==> src/rtl/iocb_pkg.sv <==
package iocb_pkg;
  localparam int MODE_W = 3;

  typedef enum logic [MODE_W-1:0] {
    MODE_COMB  = 3'd0,
    MODE_REG   = 3'd1,
    MODE_LATCH = 3'd2,
    MODE_OUT   = 3'd3,
    MODE_BIDIR = 3'd4
  } iomode_e;

  typedef struct packed {
    logic drv_always;
    logic drv_shared;
    logic use_reg;
    logic use_latch;
    logic block_in;
  } cell_ctl_t;
endpackage

==> src/rtl/iocb_mode_dec.sv <==
module iocb_mode_dec
  import iocb_pkg::*;
(
  input  logic [MODE_W-1:0] mode_code,
  output cell_ctl_t         ctl
);
  always_comb begin
    ctl = '0;
    case (mode_code)
      MODE_REG:   ctl.use_reg    = 1'b1;
      MODE_LATCH: ctl.use_latch  = 1'b1;
      MODE_OUT: begin
        ctl.drv_always = 1'b1;
        ctl.block_in   = 1'b1;
      end
      MODE_BIDIR: ctl.drv_shared = 1'b1;
      default:    ctl = '0;
    endcase
  end
endmodule

==> src/rtl/iocb_out_path.sv <==
module iocb_out_path #(
  parameter int NSRC  = 16,
  parameter int SRC_W = (NSRC > 1) ? $clog2(NSRC) : 1
) (
  input  logic [NSRC-1:0]  logic_out,
  input  logic [SRC_W-1:0] src_sel,
  input  logic             invert,
  output logic             pad_val
);
  logic picked;

  always_comb begin
    picked = 1'b0;
    for (int k = 0; k < NSRC; k++) begin
      if (src_sel == SRC_W'(k)) picked = logic_out[k];
    end
    pad_val = picked ^ invert;
  end
endmodule

==> src/rtl/iocb_in_path.sv <==
module iocb_in_path
  import iocb_pkg::*;
#(
  parameter int NIOCLK = 2,
  parameter int CSEL_W = (NIOCLK > 1) ? $clog2(NIOCLK) : 1
) (
  input  logic              clk,
  input  logic              rst,
  input  logic [NIOCLK-1:0] ioclk_lvl,
  input  logic [NIOCLK-1:0] ioclk_rise,
  input  logic [CSEL_W-1:0] clk_sel,
  input  cell_ctl_t         ctl,
  input  logic              pad_bit,
  output logic              core_bit
);
  logic sel_lvl;
  logic sel_rise;
  logic stored;

  always_comb begin
    sel_lvl  = 1'b0;
    sel_rise = 1'b0;
    for (int k = 0; k < NIOCLK; k++) begin
      if (clk_sel == CSEL_W'(k)) begin
        sel_lvl  = ioclk_lvl[k];
        sel_rise = ioclk_rise[k];
      end
    end
  end

  always_ff @(posedge clk) begin
    if (rst) begin
      stored <= 1'b0;
    end else if ((ctl.use_reg && sel_rise) || (ctl.use_latch && sel_lvl)) begin
      stored <= pad_bit;
    end
  end

  always_comb begin
    if (ctl.block_in)                 core_bit = 1'b0;
    else if (ctl.use_latch && sel_lvl) core_bit = pad_bit;
    else if (ctl.use_reg || ctl.use_latch) core_bit = stored;
    else                              core_bit = pad_bit;
  end
endmodule

==> src/rtl/iocb_bank.sv <==
module iocb_bank
  import iocb_pkg::*;
#(
  parameter int NCELL  = 16,
  parameter int NSRC   = 16,
  parameter int NIOCLK = 2,
  localparam int SRC_W  = (NSRC > 1) ? $clog2(NSRC) : 1,
  localparam int CSEL_W = (NIOCLK > 1) ? $clog2(NIOCLK) : 1
) (
  input  logic                      clk,
  input  logic                      rst,
  input  logic [NIOCLK-1:0]         ioclk,
  input  logic                      oe_shared,
  input  logic [NSRC-1:0]           logic_out,
  input  logic [NCELL*MODE_W-1:0]   cfg_mode,
  input  logic [NCELL*CSEL_W-1:0]   cfg_clksel,
  input  logic [NCELL-1:0]          cfg_inv,
  input  logic [NCELL*SRC_W-1:0]    cfg_src,
  input  logic [NCELL-1:0]          pad_in,
  output logic [NCELL-1:0]          pad_out,
  output logic [NCELL-1:0]          pad_oe,
  output logic [NCELL-1:0]          core_in
);
  logic [NIOCLK-1:0] ioclk_q;
  logic [NIOCLK-1:0] ioclk_rise;

  // Previous level tracks the line even during reset so edge detection
  // after reset reflects the real line history.
  always_ff @(posedge clk) begin
    ioclk_q <= ioclk;
  end

  assign ioclk_rise = ioclk & ~ioclk_q;

  for (genvar i = 0; i < NCELL; i++) begin : g_cell
    cell_ctl_t ctl;

    iocb_mode_dec u_dec (
      .mode_code (cfg_mode[i*MODE_W +: MODE_W]),
      .ctl       (ctl)
    );

    iocb_out_path #(.NSRC(NSRC), .SRC_W(SRC_W)) u_out (
      .logic_out (logic_out),
      .src_sel   (cfg_src[i*SRC_W +: SRC_W]),
      .invert    (cfg_inv[i]),
      .pad_val   (pad_out[i])
    );

    iocb_in_path #(.NIOCLK(NIOCLK), .CSEL_W(CSEL_W)) u_in (
      .clk        (clk),
      .rst        (rst),
      .ioclk_lvl  (ioclk),
      .ioclk_rise (ioclk_rise),
      .clk_sel    (cfg_clksel[i*CSEL_W +: CSEL_W]),
      .ctl        (ctl),
      .pad_bit    (pad_in[i]),
      .core_bit   (core_in[i])
    );

    assign pad_oe[i] = ctl.drv_always | (ctl.drv_shared & oe_shared);
  end
endmodule

==> config.mk <==
export PLATFORM = sky130hd
export DESIGN_NAME = iocb_bank
export DESIGN_NICKNAME = d
export VERILOG_FILES = /design/src/rtl/iocb_pkg.sv /design/src/rtl/iocb_mode_dec.sv /design/src/rtl/iocb_out_path.sv /design/src/rtl/iocb_in_path.sv /design/src/rtl/iocb_bank.sv
export SDC_FILE = /design/constraint.sdc
export NUM_CORES = 1
export LEC_CHECK = 0
export ABC_AREA = 0
export BUFFER_PORTS_ARGS = -buffer_cell sky130_fd_sc_hd__buf_2
export CAP_MARGIN = 40
export CORE_ASPECT_RATIO = 0.6
export CORE_MARGIN = 5
export CORE_UTILIZATION = 40
export DETAILED_ROUTE_END_ITERATION = 12
export PLACE_DENSITY_LB_ADDON = 0.25
export SLEW_MARGIN = 5
export SYNTH_ARGS = -nofsm -noshare
export SYNTH_HDL_FRONTEND = slang
export SYNTH_SLANG_ARGS = --single-unit
==> constraint.sdc <==
create_clock -name clk -period 2.4 [get_ports clk]
set_clock_uncertainty 0.2 [all_clocks]
set_input_delay 0.12 -clock clk [delete_from_list [all_inputs] [get_ports clk]]
set_output_delay 0.12 -clock clk [all_outputs]
set_load 0.005 [all_outputs]
==> results of run 1 <==
-- cell families after synthesis --
family                    share of synthesized area, %
buffers and inverters                            9.456
xor gates and xnor gates                         2.606
muxes                                            33.71
AOI/OAI and AO/OA                                19.91
and+or+nand+nor                                  27.18
DFF                                              7.148
-- worst reg2reg max path: stages, from the launching register on --
cell and delay (ps):
dfxtp_1 660, and3b_1 240, o21ai_0 170, a21oi_1 100, mux2i_1 170, nor2_1 50
-- final cells by class --
type                    count  area share, %
clock buffers               3          1.211
multi-input cells         542          67.81
inverters                   8         0.4844
well taps                 165          3.330
repair buffers            247          21.35
flip-flops and latches     18          5.812
-- stage by stage --
| stage | total power, mW | utilization [%] | cells |
|---|---|---|---|
| after floorplan | 0.9825 | - | 645 |
| after global placement | 1.284 | 48.97 | 964 |
| after detailed placement | 1.321 | 48.97 | 964 |
| after CTS | 1.702 | 50.90 | 983 |
| after global routing | 1.815 | 50.90 | 983 |
| final | 1.691 | 50.90 | 983 |
-- flip-flops by register name, summed over array words and instances, names as in the netlist --
register            flops
g_cell.u_in.stored     16
ioclk_q                 2
-- worst min path at each step --
stage                      start                             endpoint  slack (ps)
finish                       rst  g_cell[13].u_in.stored$_SDFFE_PP0P_          50
global route                 rst  g_cell[13].u_in.stored$_SDFFE_PP0P_          70
CTS                 cfg_mode[41]  g_cell[13].u_in.stored$_SDFFE_PP0P_          50
detailed placement     pad_in[9]   g_cell[9].u_in.stored$_SDFFE_PP0P_         190
global placement       pad_in[8]   g_cell[8].u_in.stored$_SDFFE_PP0P_         170
floorplan               ioclk[0]                   ioclk_q[0]$_DFF_P_         -50
-- routing by layer --
layer | wire, um | vias to the layer above
met2 | 8199 | 251
met5 | 0 | -
met3 | 1461 | 7
met4 | 73 | 0
met1 | 7617 | 2702
li1 | - | 2746
-- power breakdown --
group	internal [mW]	leakage, nW	total, mW	switching (mW)
clock	0.220	0.0370	0.350	0.130
combinational	0.510	2.53	1.02	0.513
sequential	0.310	0.147	0.318	0.00819
total	1.04	2.71	1.69	0.651
-- cells in the final DEF, fill, tap and decap left out, drive strengths merged, types with 2 or more instances in the layout --
cell         instances
a31oi                6
nand2               46
xnor2                3
o21ai               80
a32oi                2
o221ai               2
o21bai               2
or3b                 9
o311ai               3
nor3b               16
clkbuf               3
dlygate4sd3         16
nor2                48
nand2b              21
or2                  2
a311oi               3
xor2                12
nor3                 6
nor4b                2
nor2b               36
o211ai               6
mux4                46
o21a                 2
nand3b              12
nand3               24
nand4                3
a211oi               6
inv                  8
nand4b               2
mux2                 8
dfxtp               18
o22ai                5
and3b               15
o31ai                2
mux2i               52
buf                231
a21oi               51
==> out/metrics.cfg, run 1 <==
[status]
run_status = complete, no violations

[yosys]
ys.warnings.count = 0
ys_ff_latch = 18
yosysTopAreaCell = mux4_2
syn-cell-area_mm2 = 0.005041
synth-async-reset-ratio_pct = 0
synthMostInstantiatedCell = o21ai_0
yosys-top-cells-count = 79 x o21ai_0, 52 x mux2i_1, 51 x a21oi_1, 48 x nor2_1, 46 x nand2_1
synth_edf_count = 0
netlist_top_cells_area = mux4_2 14%, mux2i_1 10%, o21ai_0 7.8%
synth_cells = 645
syn_nets = 826
synth_top_area_share_pct = 14.30
avgSynthCellArea_um2 = 7.816
yosys.cell_types.count = 52
ys.flop_type = dfxtp_1
seq_area_frac_synth_pct = 7.148

[setup_path]
worstPathRequired_ps = 2080
path_cells = buf_2 -> mux4_2 -> o21a_1 -> o211a_1 -> a311oi_1 -> o311ai_1 -> buf_2
crit_buf_inv = 2
worstSetupPathType = primary input to primary output
rr_startpoint = ioclk_q[1]$_DFF_P_
arrival_ps = 1730
cp_max_fo = 18
path_depth = 7
startpoint = logic_out[15]
start_kind = primary input
rr_worst_depth = 5
cpMostUsedCell = buf_2
crit_family = compound AO/OA/AOI/OAI gates
crit_path_end_kind = primary output
crit_path_max_incr_delay_ps = 540
r2r_setup_slack_ps = 690
cp-endpoint = pad_out[5]
reg2reg_to = g_cell[3].u_in.stored$_SDFFE_PP0P_
worst_path_max_delay_cell = mux4_2

[timing]
setup_tns_ps = 0
hold_ws_ps = 51.39
fin_ws_ps = 349.3
min_period_over_period_pct = 85.45
fmax_mhz = 487.6
tightest_slew_ps = 539.4
relSlewSlack_pct = 63.99
slew_violations = 0
hold_viol = 0
setup_viol = 0
min_period_ps = 2051
grt_setup_unrepaired = false

[finish]
regArea_um2 = 360.3
drive_above_1_share_pct = 34.96
n_antenna_cell = 0
multiInputGateArea_mm2 = 0.004204
fin_nets = 1001
num-fill-cells = 1202
post-route-cell-area_mm2 = 0.006200
synthToLayoutAreaGrowth_pct = 22.98

[global_routing]
use_met3_pct = 4.282
grt_usage_pct = 21.80
grt-ovfl-total = 0
met1_usage_pct = 29.75
grt_max_degree = 31
grt_use_met2_pct = 36.24
busiest_layer = met2
grt_pass1_wl_um = 27700
antenna_found_initial = 0
first_global_vias = 5586

[drt]
ant_nets = 0
routed_via_density = 5.805
first_iter_violations = 247
vias = 5706
wl_um = 17350
wire_per_inst_um = 17.65
dr.pass1.iters = 5
drc = 0

[clocking]
path_clk_slew_ps = 60
cts_buffers = 3
root_buffer = clkbuf_16
cts_hold_buf = 16
htree_levels = 1
cts_resized = 0
cts_buffer_depth = 2
clock-sinks = 18
clk_latency_ps = 260
cts_tree = built
post_cts_buffers = 0

[floorplanning]
core_mm2 = 0.01218
start_util_pct = 41.39
die_w_um = 154.9
rows = 31
dieArea_mm2 = 0.01502
io_pins = 229
die_h_um = 96.96

[placement]
dpl-instance-area_mm2 = 0.005964
gp_congestion = 0.8646
dpl.hpwl_um = 13330
dp_slack_ps = 359.5
port_buffers = 228

[power_and_ir_drop]
ir_worst_vdd_mv = 0.2203
power_density_mw_per_mm2 = 272.7
power.leakage_nw = 2.714

[worst_hold_path]
hold_path_depth = 2
holdCritPathClass = primary input to flip-flop

[flow_run]
max_cap_viol_count = 0

No activity file was read; power rests on OpenSTA's default activity.
==> run 2: changes to the inputs <==
--- a/config.mk
+++ b/config.mk
@@ -11,6 +11,7 @@
 export CORE_ASPECT_RATIO = 0.6
 export CORE_MARGIN = 5
 export CORE_UTILIZATION = 40
+export CTS_BUF_LIST = sky130_fd_sc_hd__clkbuf_4 sky130_fd_sc_hd__clkbuf_8
 export DETAILED_ROUTE_END_ITERATION = 12
 export PLACE_DENSITY_LB_ADDON = 0.25
 export SLEW_MARGIN = 5
==> run 2 against run 1 <==
Effect of this change: count of clock-buffer cells in the layout stayed put; critical endpoint unchanged; routed wire length is 0.17% lower; largest power group unchanged; critical path depth stayed put.
==> out/metrics.cfg, run 2 (same netlist as run 1, synthesis figures left out) <==
[floorplanning]
die_h_um = 96.96  ; unchanged
core_mm2 = 0.01218  ; unchanged
dieArea_mm2 = 0.01502  ; unchanged
rows = 31  ; unchanged
start_util_pct = 41.39  ; unchanged
io_pins = 229  ; unchanged
die_w_um = 154.9  ; unchanged

[setup_path]
rr_worst_depth = 5  ; unchanged
cpMostUsedCell = buf_2  ; unchanged
r2r_setup_slack_ps = 680  ; was 690 ps
worstPathRequired_ps = 2080  ; about the same
rr_startpoint = ioclk_q[1]$_DFF_P_  ; unchanged
crit_family = compound AO/OA/AOI/OAI gates  ; unchanged
reg2reg_to = g_cell[3].u_in.stored$_SDFFE_PP0P_  ; unchanged
worst_path_max_delay_cell = mux4_2  ; unchanged
crit_path_max_incr_delay_ps = 540  ; about the same
worstSetupPathType = primary input to primary output  ; unchanged
cp_max_fo = 18  ; unchanged
startpoint = logic_out[15]  ; unchanged
path_cells = buf_2 -> mux4_2 -> o21a_1 -> o211a_1 -> a311oi_1 -> o311ai_1 -> buf_2  ; unchanged
start_kind = primary input  ; unchanged
arrival_ps = 1730  ; about the same
crit_path_end_kind = primary output  ; unchanged
crit_buf_inv = 2  ; unchanged

[worst_hold_path]
holdCritPathClass = primary input to flip-flop  ; unchanged
holdPathEnd = g_cell[13].u_in.stored$_SDFFE_PP0P_  ; unchanged
hold_path_depth = 2  ; unchanged
hp-start = rst  ; unchanged

[finish]
postLayoutCoreUtil_pct = 50.63  ; was 50.90%
post-route-cell-area_mm2 = 0.006166  ; was 0.006200 mm^2
final_common_cell = buf_2  ; unchanged
largest_register = g_cell.u_in.stored  ; unchanged
reg_top3 = g_cell.u_in.stored: 16 flops, ioclk_q: 2 flops  ; unchanged
drive_above_1_share_pct = 34.96  ; unchanged
n_antenna_cell = 0  ; unchanged
mostFrequentLayoutCells = 228 x buf_2, 79 x o21ai_0, 52 x mux2i_1  ; unchanged
num-fill-cells = 1206  ; was 1202
fin_nets = 1001  ; unchanged
largest_reg_flops = 16  ; unchanged
final_cell_count_no_fill = 983  ; unchanged
synthToLayoutAreaGrowth_pct = 22.31  ; was 22.98%

[global_routing]
grt_usage_pct = 21.81  ; was 21.80%
antenna_found_initial = 0  ; unchanged
grt_pass1_wl_um = 27720  ; was 27700 um
grt_max_degree = 31  ; unchanged
first_global_vias = 5584  ; was 5586
grt-ovfl-total = 0  ; unchanged

[placement]
port_buffers = 228  ; unchanged
dp_slack_ps = 359.5  ; unchanged
placed_cells = 964  ; unchanged
dpl.hpwl_um = 13330  ; unchanged
dpl-instance-area_mm2 = 0.005964  ; unchanged
gp_congestion = 0.8646  ; unchanged

[clocking]
path_clk_slew_ps = 70  ; was 60 ps
cts_tree = built  ; unchanged
clk_latency_ps = 270  ; was 260 ps
htree_levels = 1  ; unchanged
cts_buffers = 3  ; unchanged
cts_buffer_depth = 2  ; unchanged
post_cts_buffers = 0  ; unchanged
root_buffer = clkbuf_8  ; was clkbuf_16
cts_hold_buf = 16  ; unchanged
clock-sinks = 18  ; unchanged
cts_resized = 0  ; unchanged

[status]
run_status = complete, no violations  ; unchanged

[drt]
vias = 5678  ; was 5706
ant_nets = 0  ; unchanged
wl_um = 17320  ; was 17350 um
first_iter_violations = 241  ; was 247
dr.pass1.iters = 4  ; was 5
drc = 0  ; unchanged
routed_via_density = 5.776  ; was 5.805
wire_per_inst_um = 17.62  ; was 17.65 um

[timing]
hold_viol = 0  ; unchanged
fmax_mhz = 487.8  ; was 487.6 MHz
min_period_over_period_pct = 85.41  ; was 85.45%
grt_setup_unrepaired = false  ; unchanged
relSlewSlack_pct = 63.78  ; was 63.99%
setup_viol = 0  ; unchanged
min_period_ps = 2050  ; was 2051 ps
fin_ws_ps = 350.2  ; was 349.3 ps
setup_tns_ps = 0  ; unchanged
slew_violations = 0  ; unchanged
tightest_slew_ps = 542.5  ; was 539.4 ps

[power_and_ir_drop]
ir_worst_vdd_mv = 0.1695  ; was 0.2203 mV
power.leakage_nw = 2.699  ; was 2.714 nW
power_density_mw_per_mm2 = 254.7  ; was 272.7 mW/mm^2

[flow_run]
max_cap_viol_count = 0  ; unchanged

[run 2: metrics by stage]
step	total power, mW	hold WS, ps
after global routing	1.699	51.31
after CTS	1.583	30.47
after detailed placement	1.321	186.6
final	1.570	40.50
after floorplan	0.9825	-52.28
after global placement	1.284	174.2
[run 2: layout make-up]
type                       count  area (um^2)  share of cell area (%)
timing repair buffer         247         1324                   21.47
multi-input combinational    542         4204                   68.18
sequential                    18        360.3                   5.844
inverter                       8        30.03                  0.4870
clock buffer                   3        41.29                  0.6696
tap                          165        206.4                   3.348
[run 2: power breakdown]
group	internal, mW	leakage, nW	total (mW)	switching, mW
logic	0.510	2.53	1.02	0.513
registers	0.309	0.147	0.317	0.00825
clock network	0.112	0.0216	0.230	0.117
total	0.931	2.70	1.57	0.639
[run 2: how the worst max path moves through the flow]
stage,cells after the start,end,slack (ps)
floorplan,7,pad_out[15],510
global placement,7,pad_out[5],350
detailed placement,7,pad_out[5],360
CTS,7,pad_out[5],360
global route,7,pad_out[5],270
finish,7,pad_out[5],350
[run 2: metal layers]
| layer | share of wire [%] | track usage (%) | up-vias |
|---|---|---|---|
| met4 | 0.54 | 3.664 | 0 |
| li1 | - | - | 2743 |
| met3 | 8.4 | 4.282 | 11 |
| met5 | 0 | 0 | - |
| met2 | 47 | 36.20 | 234 |
| met1 | 44 | 29.81 | 2690 |
